==> config.mk <==
export PLATFORM = sky130hd
export DESIGN_NAME = nand_addr_seq
export DESIGN_NICKNAME = d
export VERILOG_FILES = /design/src/rtl/nand_addr_pkg.sv /design/src/rtl/nand_addr_plan.sv /design/src/rtl/nand_addr_mux.sv /design/src/rtl/nand_addr_ctrl.sv /design/src/rtl/nand_addr_seq.sv
export SDC_FILE = /design/constraint.sdc
export NUM_CORES = 1
export LEC_CHECK = 0
export ABC_CLOCK_PERIOD_IN_PS = 6500
export BUFFER_PORTS_ARGS = -buffer_cell sky130_fd_sc_hd__buf_2
export CORE_ASPECT_RATIO = 0.6
export CORE_MARGIN = 8
export CORE_UTILIZATION = 27
export CTS_CLUSTER_SIZE = 25
export DETAILED_ROUTE_END_ITERATION = 6
export PLACE_DENSITY = 0.51
export SETUP_SLACK_MARGIN = 0.2
export SYNTH_ARGS = -nofsm -noshare
export SYNTH_HDL_FRONTEND = slang
export SYNTH_HIERARCHICAL = 1
export SYNTH_SLANG_ARGS = --single-unit
==> constraint.sdc <==
create_clock -name clk -period 6.5 [get_ports clk]
set_clock_uncertainty 0.1 [all_clocks]
set_input_delay 1.3 -clock clk [delete_from_list [all_inputs] [get_ports clk]]
set_output_delay 1.3 -clock clk [all_outputs]
set_load 0.02 [all_outputs]
==> src/rtl/nand_addr_pkg.sv <==
package nand_addr_pkg;

  typedef enum logic [1:0] {
    ST_IDLE = 2'd0,
    ST_RUN  = 2'd1,
    ST_FIN  = 2'd2
  } seq_state_e;

  typedef struct packed {
    logic col_skip;
    logic page_skip;
    logic big_page;
    logic dense;
  } seq_cfg_t;

endpackage

==> src/rtl/nand_addr_plan.sv <==
module nand_addr_plan
  import nand_addr_pkg::*;
#(
  parameter int COL_SMALL = 1,
  parameter int COL_LARGE = 2,
  parameter int PG_BASE   = 2,
  parameter int PG_DENSE  = 3,
  parameter int CNT_W     = 3
) (
  input  seq_cfg_t         cfg_i,
  output logic [CNT_W-1:0] col_cnt_o,
  output logic [CNT_W-1:0] total_cnt_o
);

  logic [CNT_W-1:0] pg_cnt;

  always_comb begin
    if (cfg_i.col_skip)      col_cnt_o = '0;
    else if (cfg_i.big_page) col_cnt_o = CNT_W'(COL_LARGE);
    else                     col_cnt_o = CNT_W'(COL_SMALL);

    if (cfg_i.page_skip)     pg_cnt = '0;
    else if (cfg_i.dense)    pg_cnt = CNT_W'(PG_DENSE);
    else                     pg_cnt = CNT_W'(PG_BASE);

    total_cnt_o = col_cnt_o + pg_cnt;
  end

endmodule

==> src/rtl/nand_addr_mux.sv <==
module nand_addr_mux #(
  parameter int PG_BYTES = 3,
  parameter int BYTE_W   = 8,
  parameter int CNT_W    = 3,
  localparam int PAGE_W  = PG_BYTES * BYTE_W
) (
  input  logic [CNT_W-1:0]  idx_i,
  input  logic [CNT_W-1:0]  col_cnt_i,
  input  logic [CNT_W-1:0]  total_cnt_i,
  input  logic [PAGE_W-1:0] page_i,
  output logic [BYTE_W-1:0] byte_o,
  output logic              last_o
);

  logic [BYTE_W-1:0] slice [PG_BYTES];
  logic [CNT_W-1:0]  pg_idx;

  for (genvar g = 0; g < PG_BYTES; g++) begin : g_slice
    assign slice[g] = page_i[g*BYTE_W +: BYTE_W];
  end

  assign pg_idx = idx_i - col_cnt_i;

  always_comb begin
    byte_o = '0;
    if (idx_i >= col_cnt_i) begin
      for (int k = 0; k < PG_BYTES; k++) begin
        if (pg_idx == CNT_W'(k)) byte_o = slice[k];
      end
    end
  end

  assign last_o = (idx_i == total_cnt_i - CNT_W'(1));

endmodule

==> src/rtl/nand_addr_ctrl.sv <==
module nand_addr_ctrl
  import nand_addr_pkg::*;
#(
  parameter int PAGE_W = 24,
  parameter int CNT_W  = 3
) (
  input  logic              clk,
  input  logic              rst_n,
  input  logic              start_i,
  input  seq_cfg_t          cfg_i,
  input  logic [PAGE_W-1:0] page_i,
  input  logic              ready_i,
  input  logic              last_i,
  output seq_cfg_t          cfg_q_o,
  output logic [PAGE_W-1:0] page_q_o,
  output logic [CNT_W-1:0]  idx_o,
  output logic              valid_o,
  output logic              busy_o,
  output logic              done_o
);

  seq_state_e state_q;
  logic       take;
  logic       xfer;

  assign take = start_i && (state_q == ST_IDLE);
  assign xfer = valid_o && ready_i;

  always_ff @(posedge clk) begin
    if (!rst_n) begin
      state_q  <= ST_IDLE;
      idx_o    <= '0;
      cfg_q_o  <= '0;
      page_q_o <= '0;
    end else begin
      case (state_q)
        ST_IDLE: begin
          if (take) begin
            cfg_q_o  <= cfg_i;
            page_q_o <= page_i;
            idx_o    <= '0;
            state_q  <= (cfg_i.col_skip && cfg_i.page_skip) ? ST_FIN : ST_RUN;
          end
        end
        ST_RUN: begin
          if (xfer) begin
            if (last_i) state_q <= ST_FIN;
            else        idx_o   <= idx_o + CNT_W'(1);
          end
        end
        default: state_q <= ST_IDLE;
      endcase
    end
  end

  assign valid_o = (state_q == ST_RUN);
  assign done_o  = (state_q == ST_FIN);
  assign busy_o  = (state_q != ST_IDLE);

  p_done_pulse_r9: assert property (@(posedge clk) disable iff (!rst_n)
    done_o |=> !done_o);

  p_done_cause_r7: assert property (@(posedge clk) disable iff (!rst_n)
    $rose(done_o) |-> ($past(xfer && last_i) ||
                       $past(start_i && cfg_i.col_skip && cfg_i.page_skip)));

  p_capture_hold_r11: assert property (@(posedge clk) disable iff (!rst_n)
    busy_o |=> ($stable(page_q_o) && $stable(cfg_q_o)));

  p_busy_after_take_r10: assert property (@(posedge clk) disable iff (!rst_n)
    (start_i && !busy_o) |=> busy_o);

endmodule

==> src/rtl/nand_addr_seq.sv <==
module nand_addr_seq
  import nand_addr_pkg::*;
#(
  parameter int BYTE_W    = 8,
  parameter int COL_SMALL = 1,
  parameter int COL_LARGE = 2,
  parameter int PG_BASE   = 2,
  parameter int PG_DENSE  = 3,
  localparam int PAGE_W   = PG_DENSE * BYTE_W,
  localparam int MAX_CYC  = COL_LARGE + PG_DENSE,
  localparam int CNT_W    = $clog2(MAX_CYC + 1)
) (
  input  logic              clk,
  input  logic              rst_n,
  input  logic              start_i,
  input  logic              col_absent_i,
  input  logic              page_absent_i,
  input  logic              large_page_i,
  input  logic              high_density_i,
  input  logic [PAGE_W-1:0] page_i,
  output logic              addr_valid_o,
  input  logic              addr_ready_i,
  output logic [BYTE_W-1:0] addr_byte_o,
  output logic              addr_last_o,
  output logic              busy_o,
  output logic              done_o
);

  seq_cfg_t          cfg_in;
  seq_cfg_t          cfg_q;
  logic [PAGE_W-1:0] page_q;
  logic [CNT_W-1:0]  idx;
  logic [CNT_W-1:0]  col_cnt;
  logic [CNT_W-1:0]  total_cnt;

  assign cfg_in = '{col_skip: col_absent_i, page_skip: page_absent_i,
                    big_page: large_page_i, dense: high_density_i};

  nand_addr_ctrl #(.PAGE_W(PAGE_W), .CNT_W(CNT_W)) u_ctrl (
    .clk      (clk),
    .rst_n    (rst_n),
    .start_i  (start_i),
    .cfg_i    (cfg_in),
    .page_i   (page_i),
    .ready_i  (addr_ready_i),
    .last_i   (addr_last_o),
    .cfg_q_o  (cfg_q),
    .page_q_o (page_q),
    .idx_o    (idx),
    .valid_o  (addr_valid_o),
    .busy_o   (busy_o),
    .done_o   (done_o)
  );

  nand_addr_plan #(
    .COL_SMALL(COL_SMALL), .COL_LARGE(COL_LARGE),
    .PG_BASE(PG_BASE), .PG_DENSE(PG_DENSE), .CNT_W(CNT_W)
  ) u_plan (
    .cfg_i       (cfg_q),
    .col_cnt_o   (col_cnt),
    .total_cnt_o (total_cnt)
  );

  nand_addr_mux #(.PG_BYTES(PG_DENSE), .BYTE_W(BYTE_W), .CNT_W(CNT_W)) u_mux (
    .idx_i       (idx),
    .col_cnt_i   (col_cnt),
    .total_cnt_i (total_cnt),
    .page_i      (page_q),
    .byte_o      (addr_byte_o),
    .last_o      (addr_last_o)
  );

  p_hold_r8: assert property (@(posedge clk) disable iff (!rst_n)
    (addr_valid_o && !addr_ready_i) |=>
      (addr_valid_o && $stable(addr_byte_o) && $stable(addr_last_o)));

  p_last_ends_r6: assert property (@(posedge clk) disable iff (!rst_n)
    (addr_valid_o && addr_ready_i && addr_last_o) |=> (!addr_valid_o && done_o));

  p_excl_r9: assert property (@(posedge clk) disable iff (!rst_n)
    !(addr_valid_o && done_o));

  p_first_byte_r2: assert property (@(posedge clk) disable iff (!rst_n)
    (start_i && !busy_o && !col_absent_i) |=> (addr_valid_o && addr_byte_o == '0));

endmodule

**Yosys cells after proc, flatten, opt, wreduce, memory -nomap -nowiden**

Index checks and enable logic that the tools add are counted.

- Flip-flop bits (word level): 33
- Word-level logic and storage cells: 48

- Add/subtract/negate cells: 4
- Order comparisons: 1
- Eq/ne operators: 9
- Multiplexer cells: 17
- Reductions and logical operators: 10

Operators by type and width:

| cell | number |
|---|---|
| $mux 8 | 4 |
| $mux 3 | 5 |
| $mux 2 | 5 |
| $ne 2x2->1 const B | 3 |
| $pmux 3 s2 | 1 |
| $pmux 2 s2 | 1 |
| $reduce_and 4->1 | 1 |
| $reduce_bool 2->1 | 2 |
| $add 3x1->3 const B | 1 |
| $add 3x3->3 | 1 |
| $eq 3x1->1 const B | 1 |
| $eq 3x2->1 const B | 1 |
| $eq 3x3->1 | 1 |
| $ge 3x3->1 | 1 |
| $logic_and 1x1->1 | 3 |
| $logic_not 3->1 | 1 |
| $reduce_and 3->1 | 1 |
| $sub 3x1->3 const B | 1 |
| $sub 3x3->3 | 1 |
| $eq 2x1->1 const B | 1 |
| $eq 2x2->1 const B | 1 |
| $logic_not 2->1 | 1 |
| $ne 2x1->1 const B | 1 |
| $reduce_and 2->1 | 1 |
| $mux 1 | 1 |

**Depth between registers and ports, before layout**

Gate-level depths: netlist of the first run.

- Depth after elaboration: 8
- Gate-level depth with buffers: 12
- Depth with buffers taken out: 12

**Hierarchy**

Netlist of the first run, hierarchy kept.

Modules (own cells, without submodules):

| module | instances | cells each | area an instance (µm²) | sequential area each (µm²) |
|---|---|---|---|---|
| nand_addr_ctrl | 1 | 160 | 1307.5 | 660.6 |
| nand_addr_mux | 1 | 59 | 415.4 | 0.0 |
| nand_addr_plan | 1 | 11 | 77.6 | 0.0 |

**Least setup slack after synthesis of the first run**

No wires, ideal clock.

- Path kind: register to output
- From: register u_ctrl/cfg_q_o[3] (netlist name)
- To: output addr_last_o
- Arrival time: 2.203 ns
- Slack: 2.897 ns
- Stages on the path, launching flop included: 10
- Buffers on the path: 0
- Cell sequence: dfxtp_1 > nor2_1 > ha_1 > inv_1 > fa_1 > inv_1 > inv_1 > ha_1 > xnor2_1 > nor3_1

- Word-level cells in the longest chain between the ends: 4

Ends and longest elaborated chain:

| element | RTL line | RTL |
|---|---|---|
| from (decl) | nand_addr_ctrl.sv:14 | `output seq_cfg_t cfg_q_o,` |
| from (signal assigned) | nand_addr_ctrl.sv:39 | `cfg_q_o <= cfg_i;` |
| $mux 3 | nand_addr_plan.sv:18 | `if (cfg_i.col_skip) col_cnt_o = '0;` |
| net col_cnt[0] | nand_addr_seq.sv:33 | `logic [CNT_W-1:0] col_cnt;` |
| $add 3x3->3 | nand_addr_plan.sv:26 | `total_cnt_o = col_cnt_o + pg_cnt;` |
| net total_cnt[1] | nand_addr_seq.sv:34 | `logic [CNT_W-1:0] total_cnt;` |
| $sub 3x1->3 | nand_addr_mux.sv:33 | `assign last_o = (idx_i == total_cnt_i - CNT_W'(1));` |
| $eq 3x3->1 | nand_addr_mux.sv:33 |  |
| to (decl) | nand_addr_seq.sv:24 | `output logic addr_last_o,` |

The timed path passes the listed nets, and every way through them passes these cells.

**Worst setup path in the final report of the first run**

Ends and elaborated chain as after synthesis.

==> results of run 1 <==
-- how the worst min path moves through the flow --
| stage | startpoint | to | cells past startpoint |
|---|---|---|---|
| floorplan | u_ctrl/cfg_q_o[0] | u_ctrl/cfg_q_o[0] | 2 |
| global placement | u_ctrl/page_q_o[17] | u_ctrl/page_q_o[17] | 2 |
| detailed placement | u_ctrl/cfg_q_o[0] | u_ctrl/cfg_q_o[0] | 2 |
| CTS | u_ctrl/cfg_q_o[0] | u_ctrl/cfg_q_o[0] | 2 |
| global route | u_ctrl/page_q_o[15] | u_ctrl/page_q_o[15] | 2 |
| finish | u_ctrl/page_q_o[22] | u_ctrl/page_q_o[22] | 2 |
-- stage by stage --
stage	hold WS (ns)	instance area [um2]
floorplan	0.332	1800
global placement	0.345	2020
detailed placement	0.352	2020
CTS	0.362	2120
global route	0.387	2120
finish	0.360	2120
-- flip-flops by register name, indices dropped and copies added (netlist names) --
| register | cells |
|---|---|
| u_ctrl/idx_o | 3 |
| u_ctrl/cfg_q_o | 4 |
| u_ctrl/state_q | 2 |
| u_ctrl/page_q_o | 24 |
-- power groups by stage --
stage | sequential, W | clock [W] | combinational, W
5_1_grt | 0.000231 | 0.000191 | 0.000154
4_1_cts | 0.000229 | 0.000179 | 0.000138
6_report | 0.000229 | 0.000174 | 0.000137
2_1_floorplan | 0.000228 | 0 | 0.000112
3_5_place_dp | 0.000234 | 0 | 0.000137
3_3_place_gp | 0.000233 | 0 | 0.000136
-- worst max-delay path, delay by kind of cell, from the launching register on --
family	cells	cell delay, ns
buffers and inverters	4	0.39
XOR/XNOR	1	0.12
AND/OR/NAND/NOR	2	0.60
adder cells (fa/ha/maj)	3	0.87
flip-flops	1	0.33
-- final cells by class --
class,count,area [um2]
flip-flops and latches,33,661
repair buffers,43,215
clock inverters,1,5.00
inverters,12,45.0
clock buffers,7,96.3
well taps,87,109
fillers,735,4440
multi-input cells,172,991
-- cells by family (layout without fill, tap and decap cells) --
group,after synthesis,after routing
and+or+nand+nor,112,112
AOI/OAI and AO/OA,45,45
DFF,33,33
buffers and inverters,25,63
adders and majority gates,8,8
xor gates and xnor gates,5,5
other,1,1
muxes,1,1
-- routing by layer --
| layer | vias to the layer above | global-route usage |
|---|---|---|
| met4 | 0 | 0.0294 |
| met3 | 2 | 0.0347 |
| met1 | 699 | 0.148 |
| met5 | - | 0 |
| li1 | 826 | - |
| met2 | 45 | 0.137 |
-- cells in the mapped netlist --
| library cell | count | area [um2] |
|---|---|---|
| a211o_1 | 2 | 17.5 |
| a21oi_1 | 37 | 185 |
| a22oi_1 | 1 | 7.51 |
| a31oi_1 | 2 | 12.5 |
| buf_2 | 2 | 10.0 |
| buf_4 | 2 | 15.0 |
| buf_6 | 6 | 67.6 |
| clkbuf_1 | 3 | 11.3 |
| conb_1 | 1 | 3.75 |
| dfxtp_1 | 33 | 661 |
| fa_1 | 2 | 40.0 |
| ha_1 | 6 | 75.1 |
| inv_1 | 12 | 45.0 |
| mux2i_1 | 1 | 10.0 |
| nand2_1 | 62 | 233 |
| nand2_4 | 1 | 11.3 |
| nand2b_1 | 3 | 18.8 |
| nand3_1 | 4 | 20.0 |
| nand3b_1 | 2 | 15.0 |
| nand3b_2 | 1 | 11.3 |
| nand4b_1 | 1 | 8.76 |
| nor2_1 | 19 | 71.3 |
| nor2b_1 | 6 | 37.5 |
| nor3_1 | 1 | 5.00 |
| nor3b_4 | 1 | 18.8 |
| nor4_2 | 8 | 100 |
| o21ai_0 | 1 | 5.00 |
| o21ai_2 | 1 | 8.76 |
| o21bai_1 | 1 | 7.51 |
| or2_2 | 1 | 6.26 |
| or3b_1 | 2 | 17.5 |
| xnor2_1 | 4 | 35.0 |
| xor2_1 | 1 | 8.76 |
==> flow_metrics.py, run 1 <==
metrics = {
    "global_route": {
        "grtUsageTotal": 0.102,
        "first_global_vias": 1544,
        "antenna_found_initial": 0,
        "grt_pass1_wl_um": 7800,
        "grt_overflow": 0,
        "grt_max_degree": 31,
    },
    "routing": {
        "drt_iter0_drc": 67,
        "drc_errors": 0,
        "wl_per_cell_um": 13.5,
        "routed_wl_um": 4790,
        "drtAntennaViolNets": 0,
        "dr.pass1.iters": 4,
        "m1WireLength_um": 2700,
        "dr_total_vias": 1572,
        "viasPerCell": 4.43,
        "top_layer": "met4",
        "wl_met3_um": 317,
        "dr_wl_met2_um": 1740,
    },
    "clocking": {
        "cts_tree": "yes",
        "cts_setup_buffers": 0,
        "cts_sinks": 33,
        "cts_root_buf": "clkbuf_8",
        "ctsHoldBuffers": 0,
        "clockBufferDepth": 2,
        "ctsResizeCount": 0,
        "h-tree-depth": 2,
        "clkLatencyLatePin_ns": 0.28,
        "numCtsBuffers": 5,
        "clk_transition_reported_paths_ns": 0.07,
    },
    "setup_path": {
        "worst-r2r-cell-count": 12,
        "cp_max_fo": 5,
        "critPathMostFrequentCell": "inv_1",
        "r2r_slack_ns": 3.61,
        "arrival_ns": 2.61,
        "path_cells": "nor2_1 -> ha_1 -> inv_1 -> fa_1 -> inv_1 -> inv_1 -> ha_1 -> xnor2_1 -> nor3_1 -> buf_2",
        "start_kind": "flop",
        "cpPeakStageDelay_ns": 0.44,
        "r2r-start": "u_ctrl/cfg_q_o[3]",
        "cp.required_ns": 5.10,
        "cp-startpoint": "u_ctrl/cfg_q_o[3]",
        "endpoint": "addr_last_o",
        "crit_type": "flop to primary output",
        "crit_slowest_cell": "nor3_1",
        "timing.rr.end": "u_ctrl/idx_o[1]",
        "cp-end-kind": "primary output",
    },
    "power_and_ir_drop": {
        "total_power_w": 0.000539,
        "switchingPower_w": 0.000175,
        "internal_power_w": 0.000364,
        "power_frac_comb": 0.253,
        "netSwitchingFraction": 0.324,
        "irDropWorstVdd_mv": 0.0779,
        "p_per_area_nw_per_um2": 254,
        "leakagePower_nw": 0.914,
        "seq_power_share": 0.425,
        "clockPowerShare": 0.322,
    },
    "synthesis": {
        "synth_fp_nets": 270,
        "yosys.area_share.simple": 0.319,
        "ys_ff_latch": 33,
        "synthXorXnorAreaFrac": 0.0243,
        "ys_types": 33,
        "synth_area_um2": 1800,
        "syn_avg_cell_area_um2": 7.83,
        "synth_cells": 230,
        "synth_compound_area_frac": 0.136,
        "yosys.area_share.adder": 0.0639,
        "synthMuxAreaShare": 0.00556,
        "seq_area_frac_synth": 0.367,
        "synth_warnings": 6,
        "synth_top_family_by_area": "simple AND/OR/NAND/NOR gates",
    },
    "timing": {
        "finalSetupTns_ns": 0,
        "tightestPinTransition_ns": 1.07,
        "max_freq_ghz": 0.249,
        "final_max_slew_viol_count": 0,
        "fin_crit_ns": 4.01,
        "relSlewSlack": 0.284,
        "fin_ws_ns": 2.49,
        "rsz0062_at_grt": "false",
        "post-route-period-util": 0.617,
        "setup_viol": 0,
        "hold_viol": 0,
    },
    "placement": {
        "place_inst": 347,
        "dpl_worst_slack_ns": 2.84,
        "post-dp-hpwl_um": 3620,
        "place_congestion": 0.788,
        "port_buffers": 43,
    },
    "finish": {
        "final_cell_mix": "nand2_1 (62), buf_2 (43), a21oi_1 (37)",
        "post-route-util": 0.323,
        "area_growth_pct": 17.9,
        "nets": 307,
        "final_common_cell": "nand2_1",
        "insertedDiodeCount": 0,
        "drive_gt1_frac": 0.239,
        "final_cells": 355,
    },
    "die": {
        "die_area_um2": 9620,
        "die_height_um": 79.3,
        "core_region_area_um2": 6560,
        "ioPinCount": 44,
        "rows": 23,
        "die_w_um": 121,
        "initial_utilization": 0.274,
    },
    "run": {
        "drv_cap": 0,
    },
    "outcome": {
        "status": "complete, no violations",
    },
    "hold_path": {
        "min_path_type": "flop to flop",
    },
}
Note: power is estimated with default switching activity, not from simulation.
==> run 2: changes to the inputs <==
Settings changed: ABC_AREA from default to 1, ABC_CLOCK_PERIOD_IN_PS 6500 to 3900.
Clock period 6.5 ns to 3.9 ns, I/O delays scaled along.
==> run 2 against run 1 <==
Via count grew 12%. Flip-flop and latch count stayed put. Die area rose by 8.1%. Highest routed layer unchanged.
==> flow_metrics.py, run 2 <==
metrics = {
    "outcome": {
        "status": "complete, no violations",
    },
    "finish": {
        "nets": 368,
        "drive_gt1_frac": 0.201,
        "largest_reg_flops": 24,
        "top_regs": "u_ctrl/page_q_o x24, u_ctrl/cfg_q_o x4, u_ctrl/idx_o x3",
        "final_common_cell": "nor2_1",
        "post-route-util": 0.325,
        "largest_register": "u_ctrl/page_q_o",
        "final_cell_area_um2": 2340,
        "final_cells": 420,
        "area_growth_pct": 18.2,
        "final_cell_mix": "nor2_1 (68), inv_1 (44), buf_2 (43)",
        "insertedDiodeCount": 0,
    },
    "setup_path": {
        "crit_slowest_cell": "fa_1",
        "path_cells": "nor2_1 -> ha_1 -> fa_1 -> inv_1 -> nor2_4 -> nand3_2 -> nand2_1 -> inv_1 -> nor2_1 -> buf_2",
        "r2r_slack_ns": 1.17,
        "r2r-start": "u_ctrl/cfg_q_o[3]",
        "timing.rr.end": "u_ctrl/idx_o[1]",
        "cp_max_fo": 10,
        "start_kind": "flop",
        "cp.required_ns": 3.02,
        "cp-end-kind": "primary output",
        "crit_type": "flop to primary output",
        "arrival_ns": 2.49,
        "worst-r2r-cell-count": 15,
        "cpPeakStageDelay_ns": 0.68,
    },
    "routing": {
        "dr_wl_met2_um": 1780,
        "drtAntennaViolNets": 0,
        "dr.pass1.iters": 4,
        "routed_wl_um": 5100,
        "wl_per_cell_um": 12.2,
        "top_layer": "met4",
        "wl_met3_um": 238,
        "drc_errors": 0,
        "m1WireLength_um": 3040,
        "viasPerCell": 4.18,
        "drt_iter0_drc": 78,
        "dr_total_vias": 1754,
    },
    "power_and_ir_drop": {
        "p_per_area_nw_per_um2": 611,
        "irDropWorstVdd_mv": 0.171,
        "leakagePower_nw": 1.17,
    },
    "timing": {
        "tightestPinTransition_ns": 0.564,
        "max_freq_ghz": 0.296,
        "setup_viol": 0,
        "final_max_slew_viol_count": 0,
        "post-route-period-util": 0.865,
        "fin_crit_ns": 3.37,
        "hold_viol": 0,
        "rsz0062_at_grt": "false",
        "relSlewSlack": 0.622,
        "finalSetupTns_ns": 0,
    },
    "hold_path": {
        "hp-start": "u_ctrl/page_q_o[18]",
        "worstHoldPathCells": 2,
        "min_path_type": "flop to flop",
        "hold_end": "u_ctrl/page_q_o[18]",
    },
    "clocking": {
        "numCtsBuffers": 5,
        "cts_setup_buffers": 0,
        "clk_transition_reported_paths_ns": 0.05,
        "clkLatencyLatePin_ns": 0.27,
        "clockBufferDepth": 2,
        "h-tree-depth": 2,
        "cts_root_buf": "clkbuf_16",
        "cts_tree": "yes",
        "ctsHoldBuffers": 0,
        "cts_sinks": 33,
        "ctsResizeCount": 0,
    },
    "synthesis": {
        "synth_fp_nets": 331,
        "syn_avg_cell_area_um2": 6.79,
        "synth_cells": 291,
        "netlist_top_cells_count": "nor2_1 (68), inv_1 (44), nand2_1 (40)",
        "async_flop_share": 0,
        "synth_warnings": 6,
        "synth_top_area_cell": "dfxtp_1",
        "ys_types": 27,
        "yosysMostFrequentCell": "nor2_1",
        "synth_area_um2": 1980,
        "seq_area_frac_synth": 0.334,
        "ys_ff_latch": 33,
        "synth.area.top_cells": "dfxtp_1 (33%), nor2_1 (13%), inv_1 (8.4%), nand2_1 (7.6%), o21ai_0 (6.8%)",
        "synth_edf_count": 0,
        "synthFlopType": "dfxtp_1",
        "synth.top_cell.area_share": 0.334,
    },
    "placement": {
        "place_congestion": 0.774,
        "post-dp-hpwl_um": 3790,
        "port_buffers": 43,
        "postPlaceCellArea_um2": 2200,
        "place_inst": 412,
    },
    "global_route": {
        "grt_pass1_wl_um": 8420,
        "first_global_vias": 1695,
        "grt_max_degree": 34,
        "antenna_found_initial": 0,
        "grtUsageTotal": 0.103,
        "grt_overflow": 0,
    },
    "run": {
        "drv_cap": 0,
    },
    "die": {
        "die_area_um2": 10400,
        "initial_utilization": 0.275,
        "core_region_area_um2": 7180,
        "die_w_um": 126,
        "die_height_um": 82.3,
        "rows": 24,
        "ioPinCount": 44,
    },
}
run 2: routing by layer:
metal / track usage / vias up
met5: 0 / -
met4: 0.0429 / 0
met3: 0.0378 / 2
met2: 0.129 / 39
met1: 0.151 / 743
li1: - / 970
run 2: per-stage QoR:
step	setup WS, ns	hold WS, ns	total power, W
after floorplan	0.971	0.353	0.000961
after global placement	0.875	0.395	0.00106
after detailed placement	0.824	0.394	0.00106
after CTS	0.518	0.411	0.00144
after global routing	0.278	0.441	0.00155
final	0.526	0.410	0.00143
run 2: logic make-up after synthesis:
kind of cell | count (synthesis) | share of synthesized area
buffers and inverters | 59 | 0.144
flip-flops | 33 | 0.334
AND/OR/NAND/NOR | 147 | 0.347
XOR/XNOR | 3 | 0.0133
other | 1 | 0.00190
AO/OA/AOI/OAI | 40 | 0.101
adder cells (fa/ha/maj) | 8 | 0.0582
run 2: report_power, final:
| group | leakage (nW) | internal (W) | switching (W) |
|---|---|---|---|
| Combinational | 0.824 | 0.000210 | 0.000419 |
| Sequential | 0.273 | 0.000390 | 0.0000376 |
| Clock | 0.0706 | 0.000234 | 0.000137 |
run 2: worst max-delay path, delay by kind of cell (launching register included):
kind	cells	cell delay (ns)
fa+ha+maj	2	0.88
buf+inv	3	0.35
flops	1	0.38
simple gates	5	0.62
run 2: final cells by class:
| type | instances | area, um2 |
|---|---|---|
| multi-input cells | 199 | 1030 |
| well taps | 91 | 114 |
| flip-flops and latches | 33 | 661 |
| repair buffers | 43 | 215 |
| fillers | 783 | 4840 |
| inverters | 46 | 175 |
| clock buffers | 6 | 129 |
| clock inverters | 2 | 10.0 |
run 2: worst max-delay path by stage:
| stage | cells past startpoint | slack, ns | startpoint | end |
|---|---|---|---|---|
| finish | 10 | 0.53 | u_ctrl/cfg_q_o[3] | addr_byte_o[1] |
| global route | 8 | 0.28 | u_ctrl/cfg_q_o[3] | addr_byte_o[5] |
| CTS | 10 | 0.52 | u_ctrl/cfg_q_o[3] | addr_byte_o[7] |
| detailed placement | 10 | 0.82 | u_ctrl/cfg_q_o[3] | addr_byte_o[7] |
| global placement | 11 | 0.88 | u_ctrl/cfg_q_o[3] | addr_last_o |
| floorplan | 10 | 0.97 | u_ctrl/cfg_q_o[3] | addr_last_o |
